$ cat src/rtl/alarm_pkg.sv
// Package: shared constants and field helpers for the alarm matcher.
// Assumes five calendar fields, indexed from seconds (0) up to month (4).
package alarm_pkg;

    localparam int NUM_FIELDS = 5;
    localparam int BYTE_W     = 8;
    localparam int ADDR_W     = 3;

    // Bit positions inside the alarm bytes and the flags byte.
    localparam int SKIP_BIT   = 7;
    localparam int IRQ_EN_BIT = 6;
    localparam int BAK_EN_BIT = 5;
    localparam int FLAG_BIT   = 6;

    localparam logic [ADDR_W-1:0] ADDR_FLAGS = '0;

    typedef enum int {
        FLD_SEC  = 0,
        FLD_MIN  = 1,
        FLD_HOUR = 2,
        FLD_DATE = 3,
        FLD_MON  = 4
    } field_e;

    // Number of meaningful BCD bits in each field.
    function automatic int field_width(input int idx);
        case (idx)
            FLD_SEC:  return 7;
            FLD_MIN:  return 7;
            FLD_HOUR: return 6;
            FLD_DATE: return 6;
            default:  return 5;
        endcase
    endfunction

    // Byte address of a field: month sits at 1, second at 5.
    function automatic logic [ADDR_W-1:0] field_addr(input int idx);
        return ADDR_W'(NUM_FIELDS - idx);
    endfunction

endpackage

$ cat src/rtl/alarm_regs.sv
// Module: alarm register file and registered read port.
// Holds one byte per calendar field, exposes the two enables from the
// month byte, and returns the alarm flag at the flags address.
// Assumes the read and write strobes last a single clock each.
module alarm_regs
    import alarm_pkg::*;
#(
    parameter int NF = NUM_FIELDS,
    parameter int DW = BYTE_W,
    parameter int AW = ADDR_W
) (
    input  logic                   clk,
    input  logic                   rst_n,
    input  logic                   wr,
    input  logic                   rd,
    input  logic [AW-1:0]          addr,
    input  logic [DW-1:0]          wdata,
    input  logic                   flag,
    output logic [DW-1:0]          rdata,
    output logic [NF-1:0][DW-1:0]  alarm_bytes,
    output logic                   irq_en,
    output logic                   bak_en,
    output logic                   flag_rd
);

    logic [NF-1:0][DW-1:0] alarm_q;
    logic [DW-1:0]         rd_mux;

    // Store each field byte when its address is written.
    generate
        for (genvar i = 0; i < NF; i++) begin : g_byte
            always_ff @(posedge clk) begin
                if (!rst_n) begin
                    alarm_q[i] <= '0;
                end else if (wr && addr == AW'(NF - i)) begin
                    alarm_q[i] <= wdata;
                end
            end
        end
    endgenerate

    // Select the byte for the current read address.
    always_comb begin
        rd_mux = '0;
        if (addr == ADDR_FLAGS) begin
            rd_mux[FLAG_BIT] = flag;
        end
        for (int i = 0; i < NF; i++) begin
            if (addr == AW'(NF - i)) begin
                rd_mux = alarm_q[i];
            end
        end
    end

    // Capture read data on a read strobe, hold it otherwise.
    always_ff @(posedge clk) begin
        if (!rst_n) begin
            rdata <= '0;
        end else if (rd) begin
            rdata <= rd_mux;
        end
    end

    assign alarm_bytes = alarm_q;
    assign irq_en      = alarm_q[FLD_MON][IRQ_EN_BIT];
    assign bak_en      = alarm_q[FLD_MON][BAK_EN_BIT];
    assign flag_rd     = rd && (addr == ADDR_FLAGS);

endmodule

$ cat src/rtl/alarm_compare.sv
// Module: field comparator with thermometer-coded repeat masking.
// Compares only the BCD bits of each field. A skip code with a 1 below
// a 0 (from the month end down) is illegal and masks every field.
module alarm_compare
    import alarm_pkg::*;
#(
    parameter int NF = NUM_FIELDS,
    parameter int DW = BYTE_W
) (
    input  logic [NF-1:0][DW-1:0] alarm_bytes,
    input  logic [NF-1:0][DW-1:0] now_bytes,
    output logic                  hit
);

    logic [NF-1:0] skip;
    logic [NF-1:0] broken;
    logic [NF-1:0] eff_skip;
    logic [NF-1:0] equal;

    // Per-field skip bit, equality over the field's width, and a code check.
    generate
        for (genvar i = 0; i < NF; i++) begin : g_field
            localparam int            WIDTH = field_width(i);
            localparam logic [DW-1:0] MASK  = DW'((1 << WIDTH) - 1);

            assign skip[i]  = alarm_bytes[i][SKIP_BIT];
            assign equal[i] = ((alarm_bytes[i] ^ now_bytes[i]) & MASK) == '0;

            if (i < NF - 1) begin : g_chk
                assign broken[i] = skip[i] & ~skip[i+1];
            end else begin : g_top
                assign broken[i] = 1'b0;
            end
        end
    endgenerate

    // An illegal code falls back to the every-second setting.
    assign eff_skip = (|broken) ? '1 : skip;
    assign hit      = &(equal | eff_skip);

endmodule

$ cat src/rtl/alarm_flags.sv
// Module: alarm flag and interrupt state.
// Sets on a strobed match; a flags read clears both. A match in the same
// clock as the read takes priority.
module alarm_flags (
    input  logic clk,
    input  logic rst_n,
    input  logic tick,
    input  logic hit,
    input  logic flag_rd,
    input  logic irq_en,
    input  logic bak_en,
    input  logic on_battery,
    output logic flag,
    output logic irq_n
);

    logic event_s;
    logic allow_s;
    logic irq_q;

    assign event_s = tick & hit;
    assign allow_s = irq_en & (~on_battery | bak_en);

    // Latch the alarm flag on a match; release it on a flags read.
    always_ff @(posedge clk) begin
        if (!rst_n) begin
            flag <= 1'b0;
        end else if (event_s) begin
            flag <= 1'b1;
        end else if (flag_rd) begin
            flag <= 1'b0;
        end
    end

    // Latch the interrupt on a permitted match; release it on a flags read.
    always_ff @(posedge clk) begin
        if (!rst_n) begin
            irq_q <= 1'b0;
        end else if (event_s && allow_s) begin
            irq_q <= 1'b1;
        end else if (flag_rd) begin
            irq_q <= 1'b0;
        end
    end

    assign irq_n = ~irq_q;

endmodule

$ cat src/rtl/alarm_match_unit.sv
// Module: top of the calendar alarm matcher.
// Joins the register file, the comparator and the flag logic. Assumes the
// time inputs are stable in the clock where sec_tick is high.
module alarm_match_unit
    import alarm_pkg::*;
#(
    parameter int NF = NUM_FIELDS,
    parameter int DW = BYTE_W,
    parameter int AW = ADDR_W
) (
    input  logic          clk,
    input  logic          rst_n,
    input  logic          sec_tick,
    input  logic          on_battery,
    input  logic [DW-1:0] now_month,
    input  logic [DW-1:0] now_date,
    input  logic [DW-1:0] now_hour,
    input  logic [DW-1:0] now_minute,
    input  logic [DW-1:0] now_second,
    input  logic          bus_wr,
    input  logic          bus_rd,
    input  logic [AW-1:0] bus_addr,
    input  logic [DW-1:0] bus_wdata,
    output logic [DW-1:0] bus_rdata,
    output logic          alarm_irq_n
);

    logic [NF-1:0][DW-1:0] alarm_bytes_s;
    logic [NF-1:0][DW-1:0] now_bytes_s;
    logic                  hit_s;
    logic                  flag_s;
    logic                  flag_rd_s;
    logic                  irq_en_s;
    logic                  bak_en_s;

    // Gather the time inputs in field order, seconds first.
    assign now_bytes_s = {now_month, now_date, now_hour, now_minute, now_second};

    alarm_regs #(.NF(NF), .DW(DW), .AW(AW)) i_regs (
        .clk         (clk),
        .rst_n       (rst_n),
        .wr          (bus_wr),
        .rd          (bus_rd),
        .addr        (bus_addr),
        .wdata       (bus_wdata),
        .flag        (flag_s),
        .rdata       (bus_rdata),
        .alarm_bytes (alarm_bytes_s),
        .irq_en      (irq_en_s),
        .bak_en      (bak_en_s),
        .flag_rd     (flag_rd_s)
    );

    alarm_compare #(.NF(NF), .DW(DW)) i_cmp (
        .alarm_bytes (alarm_bytes_s),
        .now_bytes   (now_bytes_s),
        .hit         (hit_s)
    );

    alarm_flags i_flags (
        .clk        (clk),
        .rst_n      (rst_n),
        .tick       (sec_tick),
        .hit        (hit_s),
        .flag_rd    (flag_rd_s),
        .irq_en     (irq_en_s),
        .bak_en     (bak_en_s),
        .on_battery (on_battery),
        .flag       (flag_s),
        .irq_n      (alarm_irq_n)
    );

endmodule

$ cat config.mk
export PLATFORM = sky130hd
export DESIGN_NAME = alarm_match_unit
export DESIGN_NICKNAME = d
export VERILOG_FILES = /design/src/rtl/alarm_pkg.sv /design/src/rtl/alarm_regs.sv /design/src/rtl/alarm_compare.sv /design/src/rtl/alarm_flags.sv /design/src/rtl/alarm_match_unit.sv
export SDC_FILE = /design/constraint.sdc
export NUM_CORES = 1
export LEC_CHECK = 0
export ABC_AREA = 1
export BUFFER_PORTS_ARGS = -buffer_cell sky130_fd_sc_hd__buf_2
export CAP_MARGIN = 20
export CELL_PAD_IN_SITES_DETAIL_PLACEMENT = 1
export CELL_PAD_IN_SITES_GLOBAL_PLACEMENT = 1
export CORE_ASPECT_RATIO = 0.5
export CORE_UTILIZATION = 39
export CTS_CLUSTER_DIAMETER = 80
export CTS_CLUSTER_SIZE = 20
export DETAILED_ROUTE_END_ITERATION = 6
export PLACE_DENSITY = 0.81
export SLEW_MARGIN = 30
export SYNTH_ARGS = -nofsm -noshare
export SYNTH_HDL_FRONTEND = slang
export SYNTH_SLANG_ARGS = --single-unit
$ cat constraint.sdc
create_clock -name clk -period 3.3 [get_ports clk]
set_clock_uncertainty 0.1 [all_clocks]
set_input_delay 0.495 -clock clk [delete_from_list [all_inputs] [get_ports clk]]
set_output_delay 0.495 -clock clk [all_outputs]
set_load 0.02 [all_outputs]
==> run_results.csv <==
group,metric,value,unit
timing,setup_tns,0,ps
floorplan,ios,66,
detailed_routing,first_pass_iters,4,
layout,areaGrowthSynthToFinish,18.8,%
synth,synthTopCellsByCount,"81 x nand2_1, 57 x inv_1, 52 x o21ai_0",
critical_path,worstPathArrival,1970,ps
pwr,clockPowerShare,0.418,
critical_path,worstSetupPathType,"in -> reg",
global_route,grt_pass1_wl,13.3,mm
clocking,hold_buffers,0,
pwr,p_int,1.07,mW
critical_path,r2r_start,"i_regs.alarm_bytes[24]$_SDFFE_PN0P_",
critical_path,cp_slowest_cell,"nor2_2",
min_path,min_path_type,"in -> reg",
outcome,status,"completed",
clocking,cts_max_level,2,
detailed_routing,drt-vias-per-instance,5.17,
pwr,power_frac_comb,0.135,
layout,diodes,0,
global_route,grt_pass1_vias,2689,
synth,synth_top_area_cell,"dfxtp_1",
critical_path,startpoint_type,"input port",
timing,slew_viol_final,0,
pwr,switchingPower,364,uW
clocking,root_buffer,"clkbuf_16",
critical_path,rrSetupSlack,1680,ps
synth,avgSynthCellArea,6.69,um^2
critical_path,endpoint_kind,"flip-flop",
layout,final_area,3090,um^2
placement,gp_congestion,0.831,
layout,drive_gt1_frac,0.179,
synth,yosys_warnings,0,
run,cap_violations,0,
detailed_routing,drc,0,
synth,synth_top_area_share,0.385,
synth,synth_seq_cells,50,
floorplan,die_area,7020,um^2
pwr,power_density,463,nW/um^2
global_route,grt_overflow,0,
critical_path,r2r-end,"i_flags.irq_q$_SDFFE_PN0P_",
clocking,clock_path_buffers,2,
placement,dp_hpwl,6.33,mm
min_path,min_from,"sec_tick",
critical_path,slowest_delay,390,ps
synth,ys_dominant_reg_cell,"dfxtp_1",
layout,fin_nets,498,
pwr,power_leakage,1.38,nW
synth,synth_area_leaders,"dfxtp_1 38%, nand2_1 12%, o21ai_0 10%, a21oi_1 9.6%, inv_1 8.2%",
floorplan,dieWidth,117,um
timing,worst_pin_slew,734,ps
critical_path,cp_max_fo,14,
pwr,pwr-share-seq,0.447,
detailed_routing,totalWireLength,8.46,mm
timing,period_needed,1900,ps
detailed_routing,avgRoutedWirePerCell,16.0,um
timing,final-setup-viol-count,0,
clocking,ctsResizeCount,0,
floorplan,die_h,59.8,um
synth,syn_area,2600,um^2
min_path,min_to,"i_flags.flag$_SDFFE_PN0P_",
placement,port_buffers,56,
clocking,numCtsBuffers,5,
clocking,insertion_delay,290,ps
min_path,holdPathStages,3,
pwr,irDropWorstVdd,236,uV
synth,synth_edf_count,0,
placement,placed_cell_area,2920,um^2
detailed_routing,drtIter0Drc,153,
critical_path,path_buf_inv,2,
global_route,antenna_found_initial,0,
timing,max_slew_margin,0.511,
global_route,grt_max_degree,46,
synth,ys_seq_area_frac,0.385,
synth,synthCells,389,
timing,hold_viol_final,0,
synth,synth.most_common_cell,"nand2_1",
synth,syn_nets,446,
timing,rsz0062_at_grt,"no",
detailed_routing,final_antenna_net_count,0,
timing,fin_crit_sh,0.576,
floorplan,core_area,6260,um^2
floorplan,rows,20,
clocking,cts.sinks,50,
critical_path,r2r_cells,10,
floorplan,start_util,0.416,
clocking,cts_setup_buffers,0,
pwr,p_sw_frac,0.254,
synth,synthArstFlopShare,0,
layout,finish.utilization,0.494,
critical_path,required,3370,ps
clocking,cts_tree,"yes",
critical_path,critPathTopFamily,"simple AND/OR/NAND/NOR gates",
critical_path,path_cells,"buf_2, inv_2, nand2_2, nor2_2, nand2_1, o21ai_0, a21oi_1",
timing,max_freq,526,MHz
clocking,path_clk_slew,70,ps
detailed_routing,num_vias,2737,
global_route,grtUsageTotal,0.253,
synth,synth_cell_types,26,
[layer usage]
layer | up-vias | GRT usage | part of all wire
met1 | 1295 | 0.340 | 0.47
met5 | - | 0 | 0
met2 | 68 | 0.427 | 0.45
met3 | 8 | 0.0515 | 0.077
li1 | 1366 | - | -
met4 | 0 | 0.0568 | 0.0067
[stage by stage]
stage	hold slack, ps	setup WS [ps]	cells	power [mW]
after floorplan	339	1840	389	0.763
after CTS	379	1420	529	1.44
after global routing	402	1290	529	1.49
after detailed placement	368	1150	522	0.842
final	384	1400	529	1.43
after global placement	353	1230	522	0.832
[flip-flops by register name, indices dropped and copies added, names as in the netlist]
register and flops:
i_flags.flag 1, i_regs.alarm_bytes 40, i_flags.irq_q 1, i_regs.rdata 8
[worst max-delay path by stage]
stage           startpoint                             endpoint  cells past startpoint
2_1_floorplan  bus_addr[2]  i_regs.alarm_bytes[28]$_SDFFE_PN0P_                      9
3_3_place_gp   bus_addr[2]  i_regs.alarm_bytes[17]$_SDFFE_PN0P_                      7
3_5_place_dp   bus_addr[2]  i_regs.alarm_bytes[21]$_SDFFE_PN0P_                      7
4_1_cts        bus_addr[2]  i_regs.alarm_bytes[19]$_SDFFE_PN0P_                      7
5_1_grt        bus_addr[2]  i_regs.alarm_bytes[20]$_SDFFE_PN0P_                      7
6_report       bus_addr[2]  i_regs.alarm_bytes[19]$_SDFFE_PN0P_                      7
[cell families (layout without fill, tap and decap cells)]
kind of cell              after synthesis  in the layout  synth area share
xor gates and xnor gates                6              6            0.0202
buffers and inverters                  73            125             0.116
DFF                                    50             50             0.385
AOI/OAI and AO/OA                     124            124             0.259
and+or+nand+nor                       136            136             0.220
[cell usage in the layout (no fill, tap or decap), types with 6 or more instances in the layout]
cell,netlist,routed
a21oi_1,50,50
a221oi_1,6,6
buf_2,2,56
dfxtp_1,50,50
inv_1,57,57
nand2_1,81,81
nand3_1,13,13
nor2_1,32,32
o21ai_0,52,52
o22ai_1,6,6
[power by group through the flow]
stage	Clock, mW	Sequential (mW)	Combinational, mW
final	0.599	0.639	0.194
after global routing	0.638	0.641	0.215
after CTS	0.606	0.639	0.194
after detailed placement	0	0.653	0.190
after global placement	0	0.651	0.181
after floorplan	0	0.654	0.108
[worst min-delay path, cell delays in order]
cell and delay (ps):
buf_2 100, nand3_1 70, a21oi_1 50
[final cells by class]
type / instances / area [um^2]
Fill cell: 842 / 3170
Multi-Input combinational cell: 266 / 1300
Sequential cell: 50 / 1000
Timing Repair Buffer: 56 / 280
Inverter: 62 / 233
Clock buffer: 6 / 139
Tap cell: 88 / 110
Clock inverter: 1 / 30.0
No activity file was read; power rests on OpenSTA's default activity.
